[config.mk]
export PLATFORM = sky130hd
export DESIGN_NAME = rect_fill_engine
export DESIGN_NICKNAME = d
export VERILOG_FILES = /design/src/rtl/rfill_pkg.sv /design/src/rtl/rfill_color.sv /design/src/rtl/rfill_bounds.sv /design/src/rtl/rfill_walker.sv /design/src/rtl/rect_fill_engine.sv
export SDC_FILE = /design/constraint.sdc
export NUM_CORES = 2
export LEC_CHECK = 0
export BUFFER_PORTS_ARGS = -buffer_cell sky130_fd_sc_hd__buf_2
export CAP_MARGIN = 20
export CORE_UTILIZATION = 40
export CTS_CLUSTER_SIZE = 12
export DETAILED_ROUTE_END_ITERATION = 10
export GPL_TIMING_DRIVEN = 0
export SYNTH_ARGS = -nofsm -noshare
export SYNTH_HDL_FRONTEND = slang
export SYNTH_SLANG_ARGS = --single-unit
[constraint.sdc]
create_clock -name clk -period 16.3 [get_ports clk]
set_input_delay 3.26 -clock clk [delete_from_list [all_inputs] [get_ports clk]]
set_output_delay 3.26 -clock clk [all_outputs]
set_load 0.01 [all_outputs]
[src/rtl/rfill_pkg.sv]
package rfill_pkg;
    localparam int COORD_W = 16;
    localparam int ADDR_W  = 24;
    localparam int PITCH_W = 16;
    localparam int WIDE_W  = 48;
    localparam logic [COORD_W-1:0] COORD_MAX = 16'h3FFF;

    localparam logic [7:0] OP_BRUSH = 8'hF0;
    localparam logic [7:0] OP_BLACK = 8'h00;
    localparam logic [7:0] OP_WHITE = 8'hFF;

    typedef enum logic [1:0] {
        ST_IDLE,
        ST_CHECK,
        ST_WRITE,
        ST_FINISH
    } fill_state_e;

    typedef struct packed {
        logic [7:0]         rop;
        logic [31:0]        brush;
        logic [23:0]        pal0;
        logic [23:0]        pal1;
        logic [3:0]         fmt;
        logic [COORD_W-1:0] x;
        logic [COORD_W-1:0] y;
        logic [COORD_W-1:0] w;
        logic [COORD_W-1:0] h;
        logic [PITCH_W-1:0] pitch;
        logic [ADDR_W-1:0]  offset;
        logic               top_down;
    } fill_cmd_t;

    function automatic logic [2:0] fmt_bytes(input logic [3:0] fmt);
        case (fmt)
            4'd2:       return 3'd1;
            4'd3, 4'd4: return 3'd2;
            4'd5:       return 3'd3;
            4'd6:       return 3'd4;
            default:    return 3'd0;
        endcase
    endfunction

    function automatic logic [31:0] opaque_rgb(input logic [23:0] rgb);
        return {8'hFF, rgb};
    endfunction
endpackage

[src/rtl/rfill_color.sv]
module rfill_color
    import rfill_pkg::*;
(
    input  logic [7:0]  rop,
    input  logic [31:0] brush,
    input  logic [23:0] pal0,
    input  logic [23:0] pal1,
    output logic        op_ok,
    output logic [31:0] fill
);
    always_comb begin
        op_ok = 1'b1;
        fill  = 32'h0;
        case (rop)
            OP_BRUSH: fill = brush;
            OP_BLACK: fill = opaque_rgb(pal0);
            OP_WHITE: fill = opaque_rgb(pal1);
            default:  op_ok = 1'b0;
        endcase
    end
endmodule

[src/rtl/rfill_bounds.sv]
module rfill_bounds
    import rfill_pkg::*;
#(
    parameter int MEM_BYTES = 1 << 20
) (
    input  logic [3:0]         fmt,
    input  logic [COORD_W-1:0] x,
    input  logic [COORD_W-1:0] y,
    input  logic [COORD_W-1:0] h,
    input  logic [PITCH_W-1:0] pitch,
    input  logic [ADDR_W-1:0]  offset,
    input  logic               top_down,
    output logic               geom_ok,
    output logic [2:0]         bpp,
    output logic [COORD_W-1:0] top_row,
    output logic [COORD_W-1:0] end_row,
    output logic [ADDR_W-1:0]  start_addr
);
    localparam logic [WIDE_W-1:0] MEM_LIM = WIDE_W'(MEM_BYTES);

    logic [COORD_W:0]  top_plus_h;
    logic [WIDE_W-1:0] span;
    logic [WIDE_W-1:0] first_byte;

    always_comb begin
        bpp        = fmt_bytes(fmt);
        top_row    = top_down ? y : (y + COORD_W'(1) - h);
        top_plus_h = {1'b0, top_row} + {1'b0, h};
        end_row    = top_plus_h[COORD_W-1:0];
        span       = WIDE_W'(offset) + WIDE_W'(x)
                   + WIDE_W'(top_plus_h) * WIDE_W'(pitch);
        first_byte = WIDE_W'(offset) + WIDE_W'(top_row) * WIDE_W'(pitch)
                   + WIDE_W'(x) * WIDE_W'(bpp);
        start_addr = first_byte[ADDR_W-1:0];
        geom_ok    = (bpp != 3'd0) && (pitch != '0)
                   && (x <= COORD_MAX) && (top_row <= COORD_MAX)
                   && (WIDE_W'(offset) < MEM_LIM) && (span < MEM_LIM);
    end
endmodule

[src/rtl/rfill_walker.sv]
module rfill_walker
    import rfill_pkg::*;
(
    input  logic               clk,
    input  logic               rst,
    input  logic               load,
    input  logic               step,
    input  logic [ADDR_W-1:0]  start_addr,
    input  logic [PITCH_W-1:0] pitch,
    input  logic [COORD_W-1:0] w,
    input  logic [COORD_W-1:0] h,
    input  logic [2:0]         bpp,
    output logic [ADDR_W-1:0]  addr,
    output logic [1:0]         byte_sel,
    output logic               last
);
    logic [ADDR_W-1:0]  row_base_q;
    logic [COORD_W-1:0] col_q;
    logic [COORD_W-1:0] row_q;
    logic [COORD_W-1:0] w_q;
    logic [COORD_W-1:0] h_q;
    logic [2:0]         bpp_q;
    logic [PITCH_W-1:0] pitch_q;
    logic               pix_end;
    logic               row_end;

    assign pix_end = ({1'b0, byte_sel} == bpp_q - 3'd1);
    assign row_end = pix_end && (col_q == w_q - COORD_W'(1));
    assign last    = row_end && (row_q == h_q - COORD_W'(1));

    always_ff @(posedge clk) begin
        if (rst) begin
            addr       <= '0;
            row_base_q <= '0;
            byte_sel   <= '0;
            col_q      <= '0;
            row_q      <= '0;
            w_q        <= '0;
            h_q        <= '0;
            bpp_q      <= 3'd1;
            pitch_q    <= '0;
        end else if (load) begin
            addr       <= start_addr;
            row_base_q <= start_addr;
            byte_sel   <= '0;
            col_q      <= '0;
            row_q      <= '0;
            w_q        <= w;
            h_q        <= h;
            bpp_q      <= bpp;
            pitch_q    <= pitch;
        end else if (step) begin
            if (!pix_end) begin
                byte_sel <= byte_sel + 2'd1;
                addr     <= addr + ADDR_W'(1);
            end else if (!row_end) begin
                byte_sel <= '0;
                col_q    <= col_q + COORD_W'(1);
                addr     <= addr + ADDR_W'(1);
            end else begin
                byte_sel   <= '0;
                col_q      <= '0;
                row_q      <= row_q + COORD_W'(1);
                row_base_q <= row_base_q + ADDR_W'(pitch_q);
                addr       <= row_base_q + ADDR_W'(pitch_q);
            end
        end
    end

    // the byte lane never passes the pixel size
    p_lane_in_pixel_r4: assert property (@(posedge clk) disable iff (rst)
        step |-> ({1'b0, byte_sel} < bpp_q));

    // inside a row the address advances by exactly one byte
    p_row_contiguous_r5: assert property (@(posedge clk) disable iff (rst)
        (step && !row_end) |=> (addr == $past(addr) + ADDR_W'(1)));
endmodule

[src/rtl/rect_fill_engine.sv]
module rect_fill_engine
    import rfill_pkg::*;
#(
    parameter int MEM_BYTES = 1 << 20
) (
    input  logic               clk,
    input  logic               rst,
    input  logic               start,
    input  logic [7:0]         rop,
    input  logic [31:0]        brush_color,
    input  logic [7:0]         pal0_r,
    input  logic [7:0]         pal0_g,
    input  logic [7:0]         pal0_b,
    input  logic [7:0]         pal1_r,
    input  logic [7:0]         pal1_g,
    input  logic [7:0]         pal1_b,
    input  logic [3:0]         pix_fmt,
    input  logic [15:0]        dst_x,
    input  logic [15:0]        dst_y,
    input  logic [15:0]        rect_w,
    input  logic [15:0]        rect_h,
    input  logic [15:0]        row_pitch,
    input  logic [23:0]        base_off,
    input  logic               top_down,
    output logic               busy,
    output logic               done,
    output logic [15:0]        y_new,
    output logic               op_bad,
    output logic               geom_bad,
    output logic               wr_en,
    output logic [23:0]        wr_addr,
    output logic [7:0]         wr_data
);
    fill_state_e st_q, st_d;
    fill_cmd_t   cmd_q;

    logic               op_ok;
    logic [31:0]        fill;
    logic               geom_ok;
    logic [2:0]         bpp;
    logic [COORD_W-1:0] top_row;
    logic [COORD_W-1:0] end_row;
    logic [ADDR_W-1:0]  start_addr;
    logic               empty_rect;
    logic               go;
    logic               wr_last;
    logic [1:0]         byte_sel;

    always_ff @(posedge clk) begin
        if (rst) begin
            st_q  <= ST_IDLE;
            cmd_q <= '0;
        end else begin
            st_q <= st_d;
            if (st_q == ST_IDLE && start) begin
                cmd_q <= '{rop: rop, brush: brush_color,
                           pal0: {pal0_r, pal0_g, pal0_b},
                           pal1: {pal1_r, pal1_g, pal1_b},
                           fmt: pix_fmt, x: dst_x, y: dst_y,
                           w: rect_w, h: rect_h, pitch: row_pitch,
                           offset: base_off, top_down: top_down};
            end
        end
    end

    rfill_color u_color (
        .rop   (cmd_q.rop),
        .brush (cmd_q.brush),
        .pal0  (cmd_q.pal0),
        .pal1  (cmd_q.pal1),
        .op_ok (op_ok),
        .fill  (fill)
    );

    rfill_bounds #(.MEM_BYTES(MEM_BYTES)) u_bounds (
        .fmt        (cmd_q.fmt),
        .x          (cmd_q.x),
        .y          (cmd_q.y),
        .h          (cmd_q.h),
        .pitch      (cmd_q.pitch),
        .offset     (cmd_q.offset),
        .top_down   (cmd_q.top_down),
        .geom_ok    (geom_ok),
        .bpp        (bpp),
        .top_row    (top_row),
        .end_row    (end_row),
        .start_addr (start_addr)
    );

    assign empty_rect = (cmd_q.w == '0) || (cmd_q.h == '0);
    assign go = (st_q == ST_CHECK) && geom_ok && op_ok && !empty_rect;

    rfill_walker u_walker (
        .clk        (clk),
        .rst        (rst),
        .load       (go),
        .step       (wr_en),
        .start_addr (start_addr),
        .pitch      (cmd_q.pitch),
        .w          (cmd_q.w),
        .h          (cmd_q.h),
        .bpp        (bpp),
        .addr       (wr_addr),
        .byte_sel   (byte_sel),
        .last       (wr_last)
    );

    always_comb begin
        st_d = st_q;
        case (st_q)
            ST_IDLE:   if (start) st_d = ST_CHECK;
            ST_CHECK: begin
                if (!geom_ok || !op_ok) st_d = ST_IDLE;
                else if (empty_rect)    st_d = ST_FINISH;
                else                    st_d = ST_WRITE;
            end
            ST_WRITE:  if (wr_last) st_d = ST_FINISH;
            ST_FINISH: st_d = ST_IDLE;
            default:   st_d = ST_IDLE;
        endcase
    end

    assign busy     = (st_q != ST_IDLE);
    assign done     = (st_q == ST_FINISH);
    assign wr_en    = (st_q == ST_WRITE);
    assign geom_bad = (st_q == ST_CHECK) && !geom_ok;
    assign op_bad   = (st_q == ST_CHECK) && geom_ok && !op_ok;
    assign wr_data  = 8'(fill >> {byte_sel, 3'b000});
    assign y_new    = cmd_q.top_down ? end_row : top_row;

    // accepted start always enters the check cycle
    p_start_accepted_r11: assert property (@(posedge clk) disable iff (rst)
        (!busy && start) |=> (busy && !wr_en && !done));

    // command stays frozen while the engine runs
    p_cmd_frozen_r11: assert property (@(posedge clk) disable iff (rst)
        (busy && !done) |=> $stable(cmd_q));

    // the last walker byte is followed by the done pulse
    p_last_then_done_r7: assert property (@(posedge clk) disable iff (rst)
        (wr_en && wr_last) |=> (done && !wr_en));

    // done lasts one cycle and returns to idle
    p_done_single_r7: assert property (@(posedge clk) disable iff (rst)
        done |=> (!done && !busy));

    // writes form one unbroken burst
    p_burst_unbroken_r5: assert property (@(posedge clk) disable iff (rst)
        (wr_en && !wr_last) |=> wr_en);

    // a rejected command leaves without any write
    p_reject_quiet_r9: assert property (@(posedge clk) disable iff (rst)
        (op_bad || geom_bad) |=> (!busy && !wr_en && !done));

    // at most one reject reason per command
    p_one_reason_r9: assert property (@(posedge clk) disable iff (rst)
        $onehot0({op_bad, geom_bad, wr_en, done}));
endmodule

# [Word level (Yosys, flattened, before mapping)]
# Cells that the tools add are included.
[classes] n_addsub=15 n_mul=3 n_div=0 magnitude_cmp=4 n_eq_ne=15 n_shift=1 n_mux=20 bitwise_logic=0 n_reduce_logical=35
[op_table] cell="24-bit two-way mux" n=8
[op_table] cell="32-bit one-hot mux with 3 select lines" n=1
[op_table] cell="16-bit by 1-bit adder with 16-bit output (second input constant)" n=3
[op_table] cell="48-bit by 33-bit adder with 48-bit output" n=1
[op_table] cell="48-bit by 21-bit less-than comparator with 1-bit output (second input constant)" n=1
[op_table] cell="16-bit two-way mux" n=3
[op_table] cell="17-bit by 16-bit multiplier with 33-bit output" n=1
[op_table] cell="16-bit equality test" n=2
[op_table] cell="16-bit by 14-bit less-or-equal comparator with 1-bit output (second input constant)" n=2
[op_table] cell="16-bit zero test" n=2
[op_table] cell="32-bit by 5-bit >> shifter with 8-bit output" n=1
[op_table] cell="16-bit by 1-bit subtractor with 16-bit output (second input constant)" n=2
[op_table] cell="24-bit by 16-bit adder with 25-bit output" n=1
[op_table] cell="24-bit by 1-bit adder with 24-bit output (second input constant)" n=1
[op_table] cell="24-bit by 16-bit adder with 24-bit output" n=1
[op_table] cell="24-bit by 19-bit adder with 24-bit output" n=1
[op_table] cell="24-bit adder" n=1
[op_table] cell="24-bit by 21-bit less-than comparator with 1-bit output (second input constant)" n=1
[op_table] cell="16-bit by 16-bit multiplier with 24-bit output" n=1
[op_table] cell="16-bit by 3-bit multiplier with 19-bit output" n=1
[op_table] cell="16-bit by 16-bit adder with 17-bit output" n=1
[op_table] cell="8-bit equality test (second input constant)" n=2
[op_table] cell="16-bit nonzero test" n=1
[op_table] cell="16-bit subtractor" n=1
[op_table] cell="other kinds (24)" n=53
[word_totals] regBits=332 latchBits=0 mem_bits_rw=0 mem_bits_ro=0 inputBits=200 output_inout_bits=53 elab_cells=115 mem_count=0

# [Longest topological paths before layout]
[depth] ltp_word=14 mapped_depth=48

# [By module]
# Synthesis repeated with hierarchy kept, for this count alone.
[hier_totals] cells_unflattened=4413 area_unflattened_um2=36887.9
[by_module_without_submodules] mod="rfill_bounds" n_inst=1 cells_each=2407 area_per_inst_um2=20598.5
[by_module_without_submodules] mod="rfill_walker" n_inst=1 cells_each=998 area_per_inst_um2=8097.8
[by_module_without_submodules] mod="rect_fill_engine" n_inst=1 cells_each=910 area_per_inst_um2=7512.2
[by_module_without_submodules] mod="rfill_color" n_inst=1 cells_each=98 area_per_inst_um2=679.4

# [Worst setup path after synthesis]
# No wires, ideal clock.
[synth_timing] path_kind="register to output" startpoint="register cmd_q[41] (netlist bit)" endpoint="output port op_bad" arrival_time_ps=10346 required_ps=13040 path_slack_ps=2694 path_stages_with_launch=42 path_buffers=3 path_cell_list="dfxtp_1 -> inv_1 -> ha_1 -> ha_1 -> fa_1 -> xor2_1 -> nor2_1 -> a21oi_1 -> clkbuf_1 -> ha_1 -> o21ai_0 -> a21boi_0 -> o21ai_0 -> a21boi_0 -> o21ai_0 -> a21oi_1 -> o311a_1 -> o2111a_1 -> [... 6 more ...] -> fa_1 -> inv_1 -> fa_1 -> fa_1 -> inv_1 -> fa_1 -> inv_1 -> ha_1 -> nand2_1 -> or2_0 -> or4_4 -> o211ai_2 -> a21oi_1 -> a2111oi_2 -> and2_1 -> nand4_1 -> nor3_1 -> and4b_1"
[synth_between] elab_chain_len=9
[synth_lines] item="start: declaration" line_no="rect_fill_engine.sv:35" text="fill_cmd_t cmd_q;"
[synth_lines] item="start signal: assignment" line_no="rect_fill_engine.sv:56" text="cmd_q <= '{rop: rop, brush: brush_color,"
[synth_lines] item="16-bit subtractor" line_no="rfill_bounds.sv:27" text="top_row = top_down ? y : (y + COORD_W'(1) - h);"
[synth_lines] item="16-bit two-way mux" line_no="rfill_bounds.sv:27"
[synth_lines] item="16-bit by 16-bit adder with 17-bit output" line_no="rfill_bounds.sv:28" text="top_plus_h = {1'b0, top_row} + {1'b0, h};"
[synth_lines] item="17-bit by 16-bit multiplier with 33-bit output" line_no="rfill_bounds.sv:31" text="+ WIDE_W'(top_plus_h) * WIDE_W'(pitch);"
[synth_lines] item="48-bit by 33-bit adder with 48-bit output" line_no="rfill_bounds.sv:31"
[synth_lines] item="48-bit by 21-bit less-than comparator with 1-bit output" line_no="rfill_bounds.sv:37" text="&& (WIDE_W'(offset) < MEM_LIM) && (span < MEM_LIM);"
[synth_lines] item="1-bit logical AND (*)" line_no="rfill_bounds.sv:37"
[synth_lines] item="1-bit logical AND (*) (2 in a row)" line_no="rect_fill_engine.sv:127" text="assign op_bad = (st_q == ST_CHECK) && geom_ok && !op_ok;"
[synth_lines] item="end: declaration" line_no="rect_fill_engine.sv:28" text="output logic op_bad,"
# Mark *: on every way between the ends. The rest lies on a longest branch, timed or not.

# [Worst setup path after layout]
[layout_timing] startpoint="register cmd_q[42] (netlist bit)" endpoint="output port op_bad"
# The elaborated chain is that of the path after synthesis.

==> impl_metrics.csv <==
group,metric,value,unit
place,routabilityCongestion,0.958,
worst_hold_path,worst_hold_path_type,"reg2reg",
timing,finalHoldViolCount,0,
synthesis,synth_edf_count,0,
synthesis,ys_seq_area_frac,0.177,
routing,wire_per_inst,20.5,um
routing,vias_per_cell,5.30,
place,io_buffers,252,
routing,wl,126000,um
clock_tree,cts_made_buffers,35,
routing,firstDrtPassIters,6,
synthesis,post-synth-top-count-cell,"nand2_1",
critical_path,path_common_cell,"fa_1",
global_route,grt_overflow,0,
clock_tree,clk_pin_slew,0.06,ns
clock_tree,hold_buffers,0,
layout,antenna_cells,0,
clock_tree,clock_latency,0.55,ns
timing,finClkSkew,0.0314,ns
power,ir_drop,110,uV
critical_path,critPathBufInv,10,
clock_tree,clockRootBuffer,"clkbuf_16",
floorplan,io_pins,253,
outcome,outcome,"complete, no violations",
critical_path,slowest_delay,0.60,ns
critical_path,cp_slowest_cell,"fa_1",
power,power_density,126,nW/um^2
global_route,grt_pass1_vias,32500,
power,leakage,19.0,nW
timing,setup_viol,0,
synthesis,syn_area,37500,um^2
layout,final_area,41600,um^2
critical_path,end_kind,"output pin",
synthesis,ys_async_sr_fraction,0,
floorplan,die_h,308,um
synthesis,synthTopCellsByArea,"fa_1 25%, dfxtp_1 18%, ha_1 9.2%",
timing,fin_setup_tns,0,ns
layout,final-instance-count-excl-fill,6130,
critical_path,crit_path_start_kind,"flop",
routing,ant_nets,0,
job,drv_cap,0,
layout,final_layout_size_suffix_gt1_frac,0.0894,
critical_path,path_class,"reg2out",
place,placed_cells_incl_taps,6079,
timing,rsz0062_at_grt,"no",
synthesis,ys_top_cells_by_count,"851 x nand2_1, 620 x inv_1, 472 x fa_1",
synthesis,yosysUniqueCellTypes,93,
critical_path,critPathMaxFanout,10,
timing,slew_violations,0,
synthesis,yosysWarnings,0,
synthesis,synth_top_area_frac,0.252,
floorplan,die_x,308,um
critical_path,critPathArrivalTime,12.53,ns
critical_path,critPathRequiredTime,13.04,ns
layout,fillerInstances,9332,
timing,finalWorstSetupSlack,0.514,ns
floorplan,rows,111,
clock_tree,clock_path_buffers,3,
layout,register_area,6650,um^2
synthesis,syn_area_per_cell,8.21,um^2
global_route,antenna_found_initial,3,
routing,drtIter0Drc,2339,
clock_tree,cts_sinks,332,
global_route,grt_pass1_wl,192000,um
place,dp_hpwl,104000,um
clock_tree,tritoncts,"yes",
synthesis,ys_seq_elements,332,
critical_path,r2r_slack,2.98,ns
timing,max_slew_margin,0.163,
routing,drc_errors,0,
synthesis,synth_nets,5519,
layout,multi_input_area,27700,um^2
synthesis,synth_top_area_cell,"fa_1",
layout,area_growth,10.8,%
floorplan,core_area,92400,um^2
floorplan,start_util,0.406,
place,dpl_cell_area,40500,um^2
clock_tree,htree_levels,2,
routing,vias,32500,
timing,fmax,63.3,MHz
synthesis,synth_cells,4571,
power,total_power,5.24,mW
global_route,grt_start_max_net_pins,13,
place,dp_slack,-0.137,ns
floorplan,dieArea,95000,um^2
global_route,grt_use_total,0.266,
layout,final_nets,5821,
critical_path,critical-path-top-delay-family,"adder cells",
timing,finalCritPeriodShare,0.968,
timing,worst-slew-pin-transition,1.26,ns
timing,min_period,15.79,ns
synthesis,synthFlopType,"dfxtp_1",
cell families after synthesis:
logic type               share of synthesized area
AND/OR/NAND/NOR                              0.209
AO/OA/AOI/OAI                                0.114
XOR/XNOR                                    0.0468
flip-flops                                   0.177
adder cells (fa/ha/maj)                      0.344
multiplexers                                0.0212
buffers and inverters                       0.0873
layout by cell type (no fill, tap or decap), types with 11 or more instances in the layout:
cell type	synthesis	routed
clkbuf_1	203	196
a21oi_1	337	335
a211oi_1	36	35
nor3_1	48	46
nand3_1	66	66
ha_1	276	276
clkbuf_2	0	11
o211ai_1	25	25
and2_1	200	200
buf_4	4	14
or3_1	15	15
xnor2_1	107	104
nor2b_1	41	41
a211o_1	11	11
nand2_1	851	849
a31oi_1	16	16
clkbuf_16	0	35
a222oi_1	17	17
fa_1	472	472
nand2b_1	33	33
nand4_1	31	31
dfxtp_1	332	331
and3_1	40	40
a21o_1	41	39
mux2i_1	69	69
nor3b_1	14	13
a22oi_1	11	11
inv_1	620	620
or2_2	15	15
nor4_1	26	25
buf_2	15	271
nor2_1	235	234
o21ai_0	78	77
xor2_1	83	82
o21a_1	25	25
power by group:
group | internal, mW | leakage [nW] | switching, mW | total (mW)
Clock | 0.406 | 0.490 | 0.337 | 0.742
Sequential | 0.841 | 2.71 | 0.0390 | 0.880
Combinational | 1.34 | 15.8 | 2.27 | 3.61
Total | 2.59 | 19.0 | 2.65 | 5.24
final timing paths:
path	to	cells past startpoint	from
worst max-delay path	op_bad	42	cmd_q[42]$_SDFFE_PP0P_
worst min-delay path	cmd_q[150]$_SDFFE_PP0P_	2	cmd_q[150]$_SDFFE_PP0P_
worst max register to register	u_walker.row_base_q[20]$_SDFFE_PP0P_	44	cmd_q[42]$_SDFFE_PP0P_
worst min register to register	cmd_q[150]$_SDFFE_PP0P_	2	cmd_q[150]$_SDFFE_PP0P_
layer usage:
| layer | vias to the layer above | track usage | wire length [um] |
|---|---|---|---|
| met5 | - | 0 | 0 |
| met4 | 0 | 0.125 | 6660 |
| met3 | 272 | 0.0257 | 7200 |
| met2 | 1154 | 0.451 | 59700 |
| met1 | 15800 | 0.339 | 52300 |
| li1 | 15300 | - | - |
sequential cells by signal, summed over array words and instances (netlist names), named ones only:
name                 flops
u_walker.byte_sel        2
cmd_q                  197
u_walker.h_q            16
u_walker.col_q          16
st_q                     1
u_walker.addr           24
u_walker.row_base_q     24
u_walker.w_q            16
u_walker.pitch_q        16
u_walker.row_q          16
u_walker.bpp_q           3
repair_timing:
action | in CTS | in global routing
setup buffers | 0 | 1
endpoints found under the hold margin | 0 | 0
resized for setup | 10 | 42
setup endpoints to repair | 2 | 2
worst min-delay path, stage by stage (launching register included):
cell and delay [ns]:
dfxtp_1 0.31, nand2_1 0.05, a21oi_1 0.05
per-stage QoR:
step | hold WS [ns] | utilization
6_report | 0.457 | 0.450
5_1_grt | 0.474 | 0.450
3_5_place_dp | 0.448 | 0.438
4_1_cts | 0.457 | 0.449
2_1_floorplan | 0.436 | -
3_3_place_gp | 0.441 | 0.437
final cells by class:
| class | instances | share of cell area |
|---|---|---|
| multi-input combinational | 3382 | 0.666 |
| inverter | 622 | 0.0562 |
| clock buffer | 44 | 0.0226 |
| buffer | 234 | 0.0232 |
| timing repair buffer | 266 | 0.0330 |
| sequential | 332 | 0.160 |
| clock inverter | 7 | 0.00120 |
| tap | 1243 | 0.0374 |
Note: power is estimated with default switching activity, not from simulation.
